<file path="src/rtl/gpio_irq_pkg.sv">
package gpio_irq_pkg;

  // Word addresses; RA_NONE marks reads that return zero.
  typedef enum logic [4:0] {
    RA_OUT  = 5'd0,
    RA_IN   = 5'd1,
    RA_DIR  = 5'd2,
    RA_SET  = 5'd4,
    RA_CLR  = 5'd5,
    RA_PEN  = 5'd6,
    RA_PTY  = 5'd7,
    RA_IEN  = 5'd8,
    RA_STAT = 5'd9,
    RA_MASK = 5'd11,
    RA_ACK  = 5'd12,
    RA_KIND = 5'd13,
    RA_DUAL = 5'd14,
    RA_POL  = 5'd15,
    RA_DBEN = 5'd16,
    RA_DBPS = 5'd17,
    RA_NONE = 5'd31
  } regAddrE;

  typedef struct packed {
    logic    wrOut;
    logic    wrDir;
    logic    setOut;
    logic    clrOut;
    logic    wrPullEn;
    logic    wrPullType;
    logic    wrIntEn;
    logic    wrMask;
    logic    ackStat;
    logic    wrKind;
    logic    wrDual;
    logic    wrPol;
    logic    wrDbEn;
    logic    wrDbPre;
    logic    rd;
    regAddrE rdSel;
  } strobeT;

endpackage

</file>
<file path="src/rtl/gpio_irq_ctrl.sv">
module gpio_irq_ctrl
  import gpio_irq_pkg::*;
#(
  parameter int ADDR_W = 5
) (
  input  logic [ADDR_W-1:0] addr,
  input  logic              wrEn,
  input  logic              rdEn,
  output strobeT            stb
);

  logic       inRange;
  logic [4:0] idx;

  assign inRange = ((addr >> 5) == '0);
  assign idx     = addr[4:0];

  always_comb begin
    stb       = '0;
    stb.rdSel = RA_NONE;
    stb.rd    = rdEn;
    if (inRange) begin
      case (idx)
        RA_OUT:  begin stb.wrOut      = wrEn; stb.rdSel = RA_OUT;  end
        RA_IN:   begin                        stb.rdSel = RA_IN;   end
        RA_DIR:  begin stb.wrDir      = wrEn; stb.rdSel = RA_DIR;  end
        RA_SET:  begin stb.setOut     = wrEn;                      end
        RA_CLR:  begin stb.clrOut     = wrEn;                      end
        RA_PEN:  begin stb.wrPullEn   = wrEn; stb.rdSel = RA_PEN;  end
        RA_PTY:  begin stb.wrPullType = wrEn; stb.rdSel = RA_PTY;  end
        RA_IEN:  begin stb.wrIntEn    = wrEn; stb.rdSel = RA_IEN;  end
        RA_STAT: begin                        stb.rdSel = RA_STAT; end
        RA_MASK: begin stb.wrMask     = wrEn; stb.rdSel = RA_MASK; end
        RA_ACK:  begin stb.ackStat    = wrEn;                      end
        RA_KIND: begin stb.wrKind     = wrEn; stb.rdSel = RA_KIND; end
        RA_DUAL: begin stb.wrDual     = wrEn; stb.rdSel = RA_DUAL; end
        RA_POL:  begin stb.wrPol      = wrEn; stb.rdSel = RA_POL;  end
        RA_DBEN: begin stb.wrDbEn     = wrEn; stb.rdSel = RA_DBEN; end
        RA_DBPS: begin stb.wrDbPre    = wrEn; stb.rdSel = RA_DBPS; end
        default: begin end
      endcase
    end
  end

endmodule

</file>
<file path="src/rtl/gpio_irq_detect.sv">
module gpio_irq_detect (
  input  logic cur,
  input  logic prev,
  input  logic levelMode,
  input  logic dualEdge,
  input  logic invert,
  output logic hit
);

  always_comb begin
    if (levelMode)     hit = cur ^ invert;
    else if (dualEdge) hit = cur ^ prev;
    else if (invert)   hit = prev & ~cur;
    else               hit = cur & ~prev;
  end

endmodule

</file>
<file path="src/rtl/gpio_irq_dp.sv">
module gpio_irq_dp
  import gpio_irq_pkg::*;
#(
  parameter int PIN_W       = 32,
  parameter int SYNC_STAGES = 2
) (
  input  logic             clk,
  input  logic             rstN,
  input  strobeT           stb,
  input  logic [PIN_W-1:0] wrData,
  input  logic [PIN_W-1:0] pinIn,
  output logic [PIN_W-1:0] rdData,
  output logic [PIN_W-1:0] pinOut,
  output logic [PIN_W-1:0] pinOe,
  output logic [PIN_W-1:0] pullEn,
  output logic [PIN_W-1:0] pullSel,
  output logic             irqOut
);

  localparam int LAST = SYNC_STAGES - 1;

  logic [PIN_W-1:0] dataOut, dirReg, pullEnReg, pullTypeReg;
  logic [PIN_W-1:0] intEn, intMask, kindReg, dualReg, polReg;
  logic [PIN_W-1:0] dbEnReg, dbPreReg, status;
  logic [SYNC_STAGES-1:0][PIN_W-1:0] syncQ;
  logic [PIN_W-1:0] syncVal, prevVal, rawHit, event_, levelHit;

  assign syncVal = syncQ[LAST];

  always_ff @(posedge clk) begin
    if (!rstN) begin
      syncQ   <= '0;
      prevVal <= '0;
    end else begin
      syncQ[0] <= pinIn;
      for (int s = 1; s < SYNC_STAGES; s++) syncQ[s] <= syncQ[s-1];
      prevVal <= syncVal;
    end
  end

  for (genvar p = 0; p < PIN_W; p++) begin : g_det
    gpio_irq_detect uDet (
      .cur      (syncVal[p]),
      .prev     (prevVal[p]),
      .levelMode(kindReg[p]),
      .dualEdge (dualReg[p]),
      .invert   (polReg[p]),
      .hit      (rawHit[p])
    );
  end

  assign event_ = rawHit & intEn;

  always_ff @(posedge clk) begin
    if (!rstN) begin
      dataOut     <= '0;
      dirReg      <= '0;
      pullEnReg   <= '0;
      pullTypeReg <= '0;
      intEn       <= '0;
      intMask     <= '0;
      kindReg     <= '0;
      dualReg     <= '0;
      polReg      <= '0;
      dbEnReg     <= '0;
      dbPreReg    <= '0;
    end else begin
      if (stb.wrOut)       dataOut <= wrData;
      else if (stb.setOut) dataOut <= dataOut | wrData;
      else if (stb.clrOut) dataOut <= dataOut & ~wrData;
      if (stb.wrDir)      dirReg      <= wrData;
      if (stb.wrPullEn)   pullEnReg   <= wrData;
      if (stb.wrPullType) pullTypeReg <= wrData;
      if (stb.wrIntEn)    intEn       <= wrData;
      if (stb.wrMask)     intMask     <= wrData;
      if (stb.wrKind)     kindReg     <= wrData;
      if (stb.wrDual)     dualReg     <= wrData;
      if (stb.wrPol)      polReg      <= wrData;
      if (stb.wrDbEn)     dbEnReg     <= wrData;
      if (stb.wrDbPre)    dbPreReg    <= wrData;
    end
  end

  always_ff @(posedge clk) begin
    if (!rstN)            status <= '0;
    else if (stb.ackStat) status <= (status & ~wrData) | event_;
    else                  status <= status | event_;
  end

  always_ff @(posedge clk) begin
    if (!rstN) rdData <= '0;
    else if (stb.rd) begin
      case (stb.rdSel)
        RA_OUT:  rdData <= dataOut;
        RA_IN:   rdData <= syncVal;
        RA_DIR:  rdData <= dirReg;
        RA_PEN:  rdData <= pullEnReg;
        RA_PTY:  rdData <= pullTypeReg;
        RA_IEN:  rdData <= intEn;
        RA_STAT: rdData <= status;
        RA_MASK: rdData <= intMask;
        RA_KIND: rdData <= kindReg;
        RA_DUAL: rdData <= dualReg;
        RA_POL:  rdData <= polReg;
        RA_DBEN: rdData <= dbEnReg;
        RA_DBPS: rdData <= dbPreReg;
        default: rdData <= '0;
      endcase
    end
  end

  assign pinOut  = dataOut;
  assign pinOe   = dirReg;
  assign pullEn  = pullEnReg;
  assign pullSel = pullTypeReg;
  assign irqOut  = |(status & ~intMask);

  // Independent view of an active level on an enabled level-mode pin.
  assign levelHit = intEn & kindReg & (syncVal ^ polReg);


  set_alias_chk: assert property (@(posedge clk) disable iff (!rstN)
    stb.setOut |=> ((dataOut & $past(wrData)) == $past(wrData)));


  clr_alias_chk: assert property (@(posedge clk) disable iff (!rstN)
    stb.clrOut |=> ((dataOut & $past(wrData)) == '0));


  enable_gate_chk: assert property (@(posedge clk) disable iff (!rstN)
    ((status & ~$past(status) & ~$past(intEn)) == '0));


  ack_zero_keep_chk: assert property (@(posedge clk) disable iff (!rstN)
    stb.ackStat |=> (($past(status) & ~$past(wrData) & ~status) == '0));


  level_resets_chk: assert property (@(posedge clk) disable iff (!rstN)
    ((status & $past(levelHit)) == $past(levelHit)));


  rd_hold_chk: assert property (@(posedge clk) disable iff (!rstN)
    !stb.rd |=> $stable(rdData));

endmodule

</file>
<file path="src/rtl/gpio_irq_port.sv">
module gpio_irq_port
  import gpio_irq_pkg::*;
#(
  parameter int PIN_W       = 32,
  parameter int ADDR_W      = 5,
  parameter int SYNC_STAGES = 2
) (
  input  logic              clk,
  input  logic              rstN,
  input  logic [ADDR_W-1:0] addr,
  input  logic              wrEn,
  input  logic              rdEn,
  input  logic [PIN_W-1:0]  wrData,
  output logic [PIN_W-1:0]  rdData,
  input  logic [PIN_W-1:0]  pinIn,
  output logic [PIN_W-1:0]  pinOut,
  output logic [PIN_W-1:0]  pinOe,
  output logic [PIN_W-1:0]  pullEn,
  output logic [PIN_W-1:0]  pullSel,
  output logic              irqOut
);

  strobeT stb;

  gpio_irq_ctrl #(.ADDR_W(ADDR_W)) uCtrl (
    .addr (addr),
    .wrEn (wrEn),
    .rdEn (rdEn),
    .stb  (stb)
  );

  gpio_irq_dp #(.PIN_W(PIN_W), .SYNC_STAGES(SYNC_STAGES)) uDp (
    .clk    (clk),
    .rstN   (rstN),
    .stb    (stb),
    .wrData (wrData),
    .pinIn  (pinIn),
    .rdData (rdData),
    .pinOut (pinOut),
    .pinOe  (pinOe),
    .pullEn (pullEn),
    .pullSel(pullSel),
    .irqOut (irqOut)
  );

endmodule

</file>
<file path="config.mk">
export PLATFORM = sky130hd
export DESIGN_NAME = gpio_irq_port
export DESIGN_NICKNAME = d
export VERILOG_FILES = /design/src/rtl/gpio_irq_pkg.sv /design/src/rtl/gpio_irq_ctrl.sv /design/src/rtl/gpio_irq_detect.sv /design/src/rtl/gpio_irq_dp.sv /design/src/rtl/gpio_irq_port.sv
export SDC_FILE = /design/constraint.sdc
export NUM_CORES = 1
export LEC_CHECK = 0
export BUFFER_PORTS_ARGS = -buffer_cell sky130_fd_sc_hd__buf_2
export CAP_MARGIN = 25
export CORE_MARGIN = 3
export CORE_UTILIZATION = 60
export DETAILED_ROUTE_END_ITERATION = 8
export PLACE_DENSITY = 0.84
export REMOVE_ABC_BUFFERS = 1
export SYNTH_ARGS = -nofsm -noshare
export SYNTH_HDL_FRONTEND = slang
export SYNTH_SLANG_ARGS = --single-unit
</file>
<file path="constraint.sdc">
create_clock -name clk -period 2.5 [get_ports clk]
set_input_delay 0.5 -clock clk [delete_from_list [all_inputs] [get_ports clk]]
set_output_delay 0.5 -clock clk [all_outputs]
set_load 0.02 [all_outputs]
</file>
==> results of run 1 <==
per-stage QoR:
| step | hold WS (ns) | util [%] | setup WS, ns | instances | cell area [um2] |
|---|---|---|---|---|---|
| after floorplan | 0.4118 | - | -0.3841 | 2633 | 22820 |
| after global placement | 0.4142 | 66.48 | 0.1287 | 3517 | 25930 |
| after detailed placement | 0.4185 | 66.48 | 0.04983 | 3517 | 25930 |
| after CTS | 0.08081 | 71.27 | 0.001625 | 3612 | 27800 |
| after global routing | 0.09281 | 71.32 | 0.005414 | 3613 | 27820 |
| final | 0.09704 | 71.33 | -0.09637 | 3614 | 27820 |
cell families after synthesis:
kind of cell               count (synthesis)  share of synthesized area, %
and+or+nand+nor                         1060                         19.87
AOI/OAI and AO/OA                        800                         23.83
DFF                                      512                         42.96
buffers and inverters                    328                         5.957
adders and majority gates                 64                         3.356
muxes                                     63                         2.848
xor gates and xnor gates                  32                         1.175
per-layer routing:
metal / vias to the layer above / track usage [%] / part of all wire [%]
met5: - / 0.4762 / 0.053
met3: 378 / 8.907 / 12
met4: 2 / 23.63 / 6.6
li1: 10101 / - / -
met2: 1550 / 60.71 / 43
met1: 10886 / 52.60 / 38
power by group through the flow:
| stage | clock network [mW] | registers (mW) | logic (mW) |
|---|---|---|---|
| global route | 8.59 | 8.36 | 1.15 |
| CTS | 8.27 | 8.35 | 1.06 |
| global placement | 0 | 8.53 | 1.03 |
| floorplan | 0 | 8.52 | 0.404 |
| detailed placement | 0 | 8.53 | 1.06 |
| finish | 8.27 | 8.36 | 1.10 |
worst max-delay path, stage by stage, from the launching register on:
cell     delay [ns]
dfxtp_1        0.36
inv_1          0.14
o22ai_1        0.17
nor4_2         0.26
nand4_1        0.33
buf_6          0.24
what timing repair did:
item,CTS,global route
pin swaps,5,3
cloned,0,0
setup endpoints to repair,1,1
gates resized for setup,12,5
layout make-up:
class / instances / area [um2] / share of cell area [%]
sequential: 512 / 10250 / 36.85
clock buffer: 73 / 1500 / 5.392
tap: 518 / 648.1 / 2.329
multi-input combinational: 2019 / 12300 / 44.22
clock inverter: 22 / 312.8 / 1.124
inverter: 102 / 382.9 / 1.376
antenna: 2 / 5.005 / 0.01799
timing repair buffer: 366 / 2419 / 8.692
final timing paths:
path	start	end	slack, ns	cells past startpoint
worst min-delay path	pinIn[7]	uDp.syncQ[7]$_SDFF_PN0_	0.1	2
worst max register to register	uDp.syncVal[22]$_SDFF_PN0_	uDp.status[22]$_SDFF_PN0_	0.82	7
worst max-delay path	uDp.status[15]$_SDFF_PN0_	irqOut	-0.1	5
worst min register to register	uDp.syncQ[31]$_SDFF_PN0_	uDp.syncVal[31]$_SDFF_PN0_	0.43	1
cells in the final DEF, fill, tap and decap left out, types with 32 or more instances in the layout:
| cell | n |
|---|---|
| nand2_1 | 764 |
| buf_4 | 114 |
| xor2_1 | 32 |
| o21ai_0 | 113 |
| a21boi_1 | 60 |
| a22oi_1 | 132 |
| mux2_2 | 39 |
| a21oi_1 | 54 |
| nor2_1 | 43 |
| ha_1 | 64 |
| a21boi_0 | 279 |
| clkbuf_16 | 52 |
| buf_2 | 231 |
| inv_1 | 99 |
| nor2b_1 | 55 |
| and2_1 | 101 |
| dfxtp_1 | 509 |
==> results by stage, run 1 <==
Worst setup path:
- Data arrives at the worst endpoint at 2.10 ns.
- The worst endpoint required time is 2.00 ns.
- The worst setup path category is flop to primary output.
- The critical path launch point type is a flop.
- The maximum net fanout on the critical path is 3.
- The worst setup path is captured at a primary output.

GRT:
- Entering global routing, the biggest net connects 153 pins.
- After global routing the overflow that remains totals 0.
- The wire length of the first global-routing pass is 129,200 um.
- The global-route usage over all layers is 40.09%.
- The number of global-route vias before repair came to 21,824.
- The initial antenna violation count was 3.

Clock tree:
- TritonCTS built the clock tree.
- TritonCTS created 52 clock buffers.
- For this design, the CTS-stage hold fixing added 0 buffers.
- Post-CTS timing repair inserted 0 buffers for setup.
- The CTS clock-pin slew for the worst setup and hold paths is 0.06 ns.
- The longest clock path from root to sink contains 3 buffers.
- The total number of H-tree levels is 2.
- The total number of clock tree sinks is 512.
- The clock latency at the later pin of the worst-skew pair is 0.60 ns.
- CTS placed an instance of clkbuf_16 at the clock tree root.

Die:
- The horizontal die dimension is 205.4 um.
- The starting density of the core is 61.17%.
- The site row count is 72.
- For this design the top-level I/O count stands at 234.
- The area of the die is 0.04219 mm2.
- The area of the core region is 0.03901 mm2.
- In this run the vertical extent of the chip is 205.4 um.

Pwr:
- The internal power is 13.57 mW.
- The net switching share of the total power is 23.46%.
- The proportion of power drawn by the clock network is 46.7%.
- Combinational cells account for 6.2% of the total power.
- Total power for the finished layout comes to 17.73 mW.
- The peak supply drop is 0.0005707 V.
- The part of the power in registers is 47.1%.
- Power spread over the standard cell area amounts to 637.1 mW/mm2.
- For this design the static power due to leakage is 10.32 nW.
- In this run the power spent charging and discharging nets is 4.159 mW.

STA:
- The worst path in the final design needs a cycle of 2.596 ns, including I/O delays and setup.
- The peak clock frequency supported by timing is 0.3852 GHz.
- The max-slew violation count is 0.
- Once routing completed, OpenROAD measured the worst setup slack at -0.09637 ns.
- The final critical-path share of the clock period is 103.9%.
- Setup violations remaining at the end of the flow were counted as 1.
- The total negative slack is -0.09637 ns.
- The clock arrives with 0.01455 ns of skew.
- Setup repair after global routing left no endpoint under its margin.
- The number of hold violations in the final report is 0.
- The slew at the pin closest to its max-slew limit is 0.6406 ns.
- The worst slew margin relative to its limit is 57.29%.

Drt:
- The number of iterations in the first detailed-routing pass is 6.
- Wires add up to 87,180 um.
- In the routed layout, each cell is associated on average with a via count of 6.341.
- Dividing the detail-routed wire length by the instance count gives 24.12 um.
- The first-iteration detailed-routing DRC count is 3,322.
- The detail route stage leaves a number of antenna-violating nets equal to 0.
- The via count of the routed design is 22,917.
- The DRC violations left is 0.

Logic synthesis:
- The number of unique standard cell types used by synthesis is 70.
- The share of synthesized area in the top cell type comes to 42.96%.
- The most instantiated flip-flop cell in the synthesis netlist is dfxtp_1.
- The number of flops mapped to enable cells by yosys is 0.
- Counting flops and latches in the post-synthesis netlist gives 512.
- Synthesis produced 2,859 cells.
- The number of warning messages in the yosys log is 0.
- Ranked by total cell area, the synthesized netlist is headed by dfxtp_1 43%, nand2_1 12%, a21boi_0 8.8%, a22oi_1 4.2%, ha_1 3.4%.
- The cell taking the most area after synthesis is dfxtp_1.
- Sequential elements use 42.96% of the synthesized area.
- In the post-synthesis netlist, the cell with the most instances is nand2_1.
- The cell area that synthesis handed to floorplanning was 0.02386 mm2.
- The mean instance size in the synthesized netlist is 8.345 um2.
- Counting instances in the post-synthesis netlist gives the leading cell types as 764 x nand2_1, 512 x dfxtp_1, 279 x a21boi_0.
- After synthesis, the share of flip-flops with an asynchronous set or reset is 0%.

Place:
- The routability-driven placement congestion ratio is 0.9796.
- Summed over all nets, the half-perimeter wirelength after detailed placement is 57,220 um.
- The number of input and output port buffers inserted is 233.

Finish:
- The share of post-route cells with drive strength above 1 is 17.32%.
- The area overhead of the layout relative to synthesis is 16.62%.
- The filler cells instantiated in the layout total 2,970.
- The number of nets in the finished design is 3,190.

Outcome:
- The flow ran to the end, but the final reports show violations.
- The final reports fail on negative setup slack.

Worst hold path:
- The type of the worst min-delay path is input port to flop.

Job:
- The max-capacitance violation count is 0.
No activity file was read; power rests on OpenSTA's default activity.
==> run 2, diff against run 1 <==
- ABC_AREA: unset -> 1
==> run 2 against run 1 <==
Effect of this change: the flow still finishes with violations (negative setup slack); combinational power is 14% higher; final area is 0.92% lower; critical path depth is 2 higher; area after synthesis is 0.34% higher; clock skew is 0.0043 ns lower; total power is 0.23% lower; worst setup slack better by 0.084 ns; worst hold slack worse by 0.020 ns; core utilization is 0.65 points lower; clock power is 2.8% lower; sequential share of layout area is 0.36 points higher; critical path type unchanged; largest cell class unchanged.
==> results by stage, run 2 <==
Outcome:
- The flow ran to the end, but the final reports show violations.
- The final reports fail on negative setup slack.

Logic synthesis:
- The count of state elements after synthesis is 512.
- The most frequent cell after synthesis is nand2_1.
- Counting flops with a built-in enable in the synthesized netlist gives 0.
- The async set or reset register ratio after synthesis is 0%.
- Ranked by total cell area, the synthesized netlist is headed by dfxtp_1 43%, nand2_1 9.6%, a21oi_1 9.0%, inv_1 8.6%, o21ai_0 6.9%.
- Of the post-synthesis cell area, the dominant cell type holds 42.81%.
- The combined area of all synthesized cells is 0.02394 mm2.
- Summed over all instances, the cell type with the most area after synthesis is dfxtp_1.
- The cell count after synthesis is 3,403.
- The proportion of synthesized chip area in sequential cells is 42.81%.
- By count the netlist is led by 611 x nand2_1, 549 x inv_1, 512 x dfxtp_1.
- Averaged over all synthesized cells, the footprint is 7.035 um2.
- The most instantiated flip-flop cell in the synthesis netlist is dfxtp_1.
- The number of warning messages in the yosys log is 0.
- The number of unique standard cell types used by synthesis is 25.

STA:
- The final critical-path share of the clock period is 100.5%.
- Between clock sinks in the finished design, the worst skew comes to 0.01024 ns.
- The max-slew violation count is 0.
- The worst hold slack is 0.07727 ns.
- Summed over all failing endpoints, the final setup total negative slack is -0.01233 ns.
- The final setup violation count is 1.
- Headroom to the max-slew limit came out at 28.67%.
- Across all setup checks in the final design, the least slack found is -0.01233 ns.
- The slew at the pin closest to its max-slew limit is 1.068 ns.
- Setup repair after global routing could not meet its margin everywhere.
- The peak clock frequency supported by timing is 0.3980 GHz.
- The clock period minus worst slack is 2.512 ns.
- The number of hold violations in the final report is 0.

Die:
- The core region is 0.03901 mm2.
- The die height is 205.8 um.
- The number of placed I/O pins is 234.
- The floorplan step defined a die boundary enclosing 0.04233 mm2.
- The site row count is 72.
- Measured along the x axis, the die boundary spans 205.8 um.
- The initial utilization of the core area, before any placement, comes to 61.37%.

Finish:
- The utilization after layout is 70.68%.
- The library cells used most frequently in the layout, excluding fill and tap cells, are 600 x nand2_1, 545 x inv_1, 504 x dfxtp_1.
- The count of placed standard cells in the final layout, fillers left out is 4,075.
- With fillers left out, the area of the finished cells amounts to 0.02757 mm2.
- Relative to the synthesized area, the layout overhead comes to 15.16%.
- Cells with a size suffix above 1 make up 12.75% of the layout.
- Leaving out fill and tap cells, the most frequent cell in the layout is nand2_1.
- At the end of the flow, the number of nets in the layout was 3,652.

Worst hold path:
- The worst hold path stage count is 3.
- The tightest min-delay check is of the input port to flop type.
- In this run the most critical hold path is launched from pinIn[21].

Pwr:
- The peak supply drop is 0.0005168 V.
- The leakage power summed over all cells is 12.02 nW.
- The design draws 17.69 mW.
- Dividing total power by cell area gives a power density of 641.6 mW/mm2.

Clock tree:
- CTS placed an instance of clkbuf_16 at the clock tree root.
- The total number of H-tree levels is 2.
- For the worst-skew pair, the clock arrives at the later sink with an insertion delay of 0.61 ns.
- The CTS buffer count is 52.
- The number of hold buffers added after CTS was 0.
- TritonCTS built the clock tree.
- Clock-pin slew was measured on the worst setup and hold paths at 0.06 ns.
- The total number of clock tree sinks is 512.
- No sink is reached through more buffers than the 3 on the longest clock path.

GRT:
- The highest-utilization routing layer at the global route stage is met2.
- The first global-routing pass estimated 126,000 um of wire.
- Summed over all layers, the global routing overflow is 0.
- The number of global-route vias before repair is 24,120.
- The initial antenna violation count is 4.
- Entering global routing, the biggest net connects 166 pins.
- Across every metal layer, demand over resource in global routing totals 37.38%.
- For this run, global-route usage on met1 was measured as 46.06%.
- In the global route stage, met2 resource usage came out at 58.66%.
- Global routing consumed, on the met3 layer, 9.302% of the routing resources.

Job:
- The tool flagged a number of max-cap violations equal to 0.

Worst setup path:
- Data on the critical path arrives at its endpoint at 2.01 ns.
- The critical path launch point type is a flop.
- The count of cells along the worst register-to-register path is 8.
- In this run the critical register-to-register path is launched from uDp.syncVal[13]$_SDFF_PN0_.
- The launch point of the critical path is uDp.intMask[24]$_SDFFE_PN0P_.
- The worst setup path is captured at a primary output.
- The maximum net fanout on the critical path is 2.
- The critical path is of the flop to primary output type.
- The worst endpoint required time is 2.00 ns.

Place:
- The worst-case setup slack after placement is 0.1745 ns.
- The number of placed instances, taps included, is 3,978.
- After detailed placement, the total cell area comes to 0.02576 mm2.
- The routability-driven placement congestion ratio is 0.9082.
- After legalization and detailed placement, the total HPWL measured 51,400 um.
- The number of input and output port buffers inserted is 233.

Drt:
- The via count of the routed design is 24,950.
- The average vias per placed instance is 6.123.
- The first-iteration detailed-routing DRC count is 3,638.
- Once detail routing completed, the nets flagged for antenna violations numbered 0.
- Summed over all layers, the routed wires come to 81,430 um.
- The number of iterations in the first detailed-routing pass is 6.
- In the final routed layout, each cell accounts on average for 19.98 um.
- In the routed design, unresolved DRC markers number 0.
==> run 2: routing by layer <==
metal  part of all wire (%)  vias up  routed length, um
li1                       -    11362                  -
met1                     37    11461              30160
met2                     45     1745              36270
met3                     12      378              10010
met4                    6.1        4               4965
met5                  0.033        -                 27
==> run 2: logic make-up (layout without fill, tap and decap cells) <==
| logic type | Yosys count | after routing | share of synthesized area (%) |
|---|---|---|---|
| flops | 512 | 512 | 42.81 |
| xor+xnor | 19 | 19 | 0.6951 |
| simple gates | 1118 | 1118 | 20.73 |
| fa+ha+maj | 64 | 64 | 3.345 |
| buf+inv | 811 | 962 | 12.89 |
| compound gates | 879 | 879 | 19.53 |
| other cells | 0 | 3 | 0 |
==> run 2: critical path, cell delays in order, from the launching register on <==
cell	delay (ns)
dfxtp_2	0.34
inv_2	0.04
nand2_2	0.04
nand4_1	0.25
nand3b_1	0.27
nor4_2	0.17
nand2_2	0.14
buf_6	0.15
==> run 2: path summary, 6_finish.rpt <==
kind,to,slack [ns]
worst max-delay path,irqOut,-0.01
worst min-delay path,uDp.syncQ[21]$_SDFF_PN0_,0.08
worst max register to register,uDp.status[13]$_SDFF_PN0_,1.13
worst min register to register,uDp.syncVal[23]$_SDFF_PN0_,0.41
==> run 2: cell type report <==
type | count | area, um2
Fill cell | 3053 | 11440
Multi-Input combinational cell | 2080 | 10760
Sequential cell | 512 | 10260
Inverter | 553 | 2081
Timing Repair Buffer | 316 | 2071
Clock buffer | 69 | 1475
Tap cell | 518 | 648.1
Clock inverter | 24 | 270.3
Antenna cell | 3 | 7.507
==> run 2: what timing repair did <==
item,in CTS,in global routing
endpoints found under the setup margin,1,1
pin swaps,5,1
gates resized for setup,13,9
hold endpoints to repair,0,0
buffers inserted,1,0
==> run 2: power breakdown <==
part | total [mW] | switching, mW | leakage (nW) | internal [mW]
clock | 8.04 | 3.38 | 0.861 | 4.66
combinational | 1.25 | 0.926 | 7.01 | 0.325
sequential | 8.40 | 0.106 | 4.15 | 8.29
total | 17.7 | 4.41 | 12.0 | 13.3
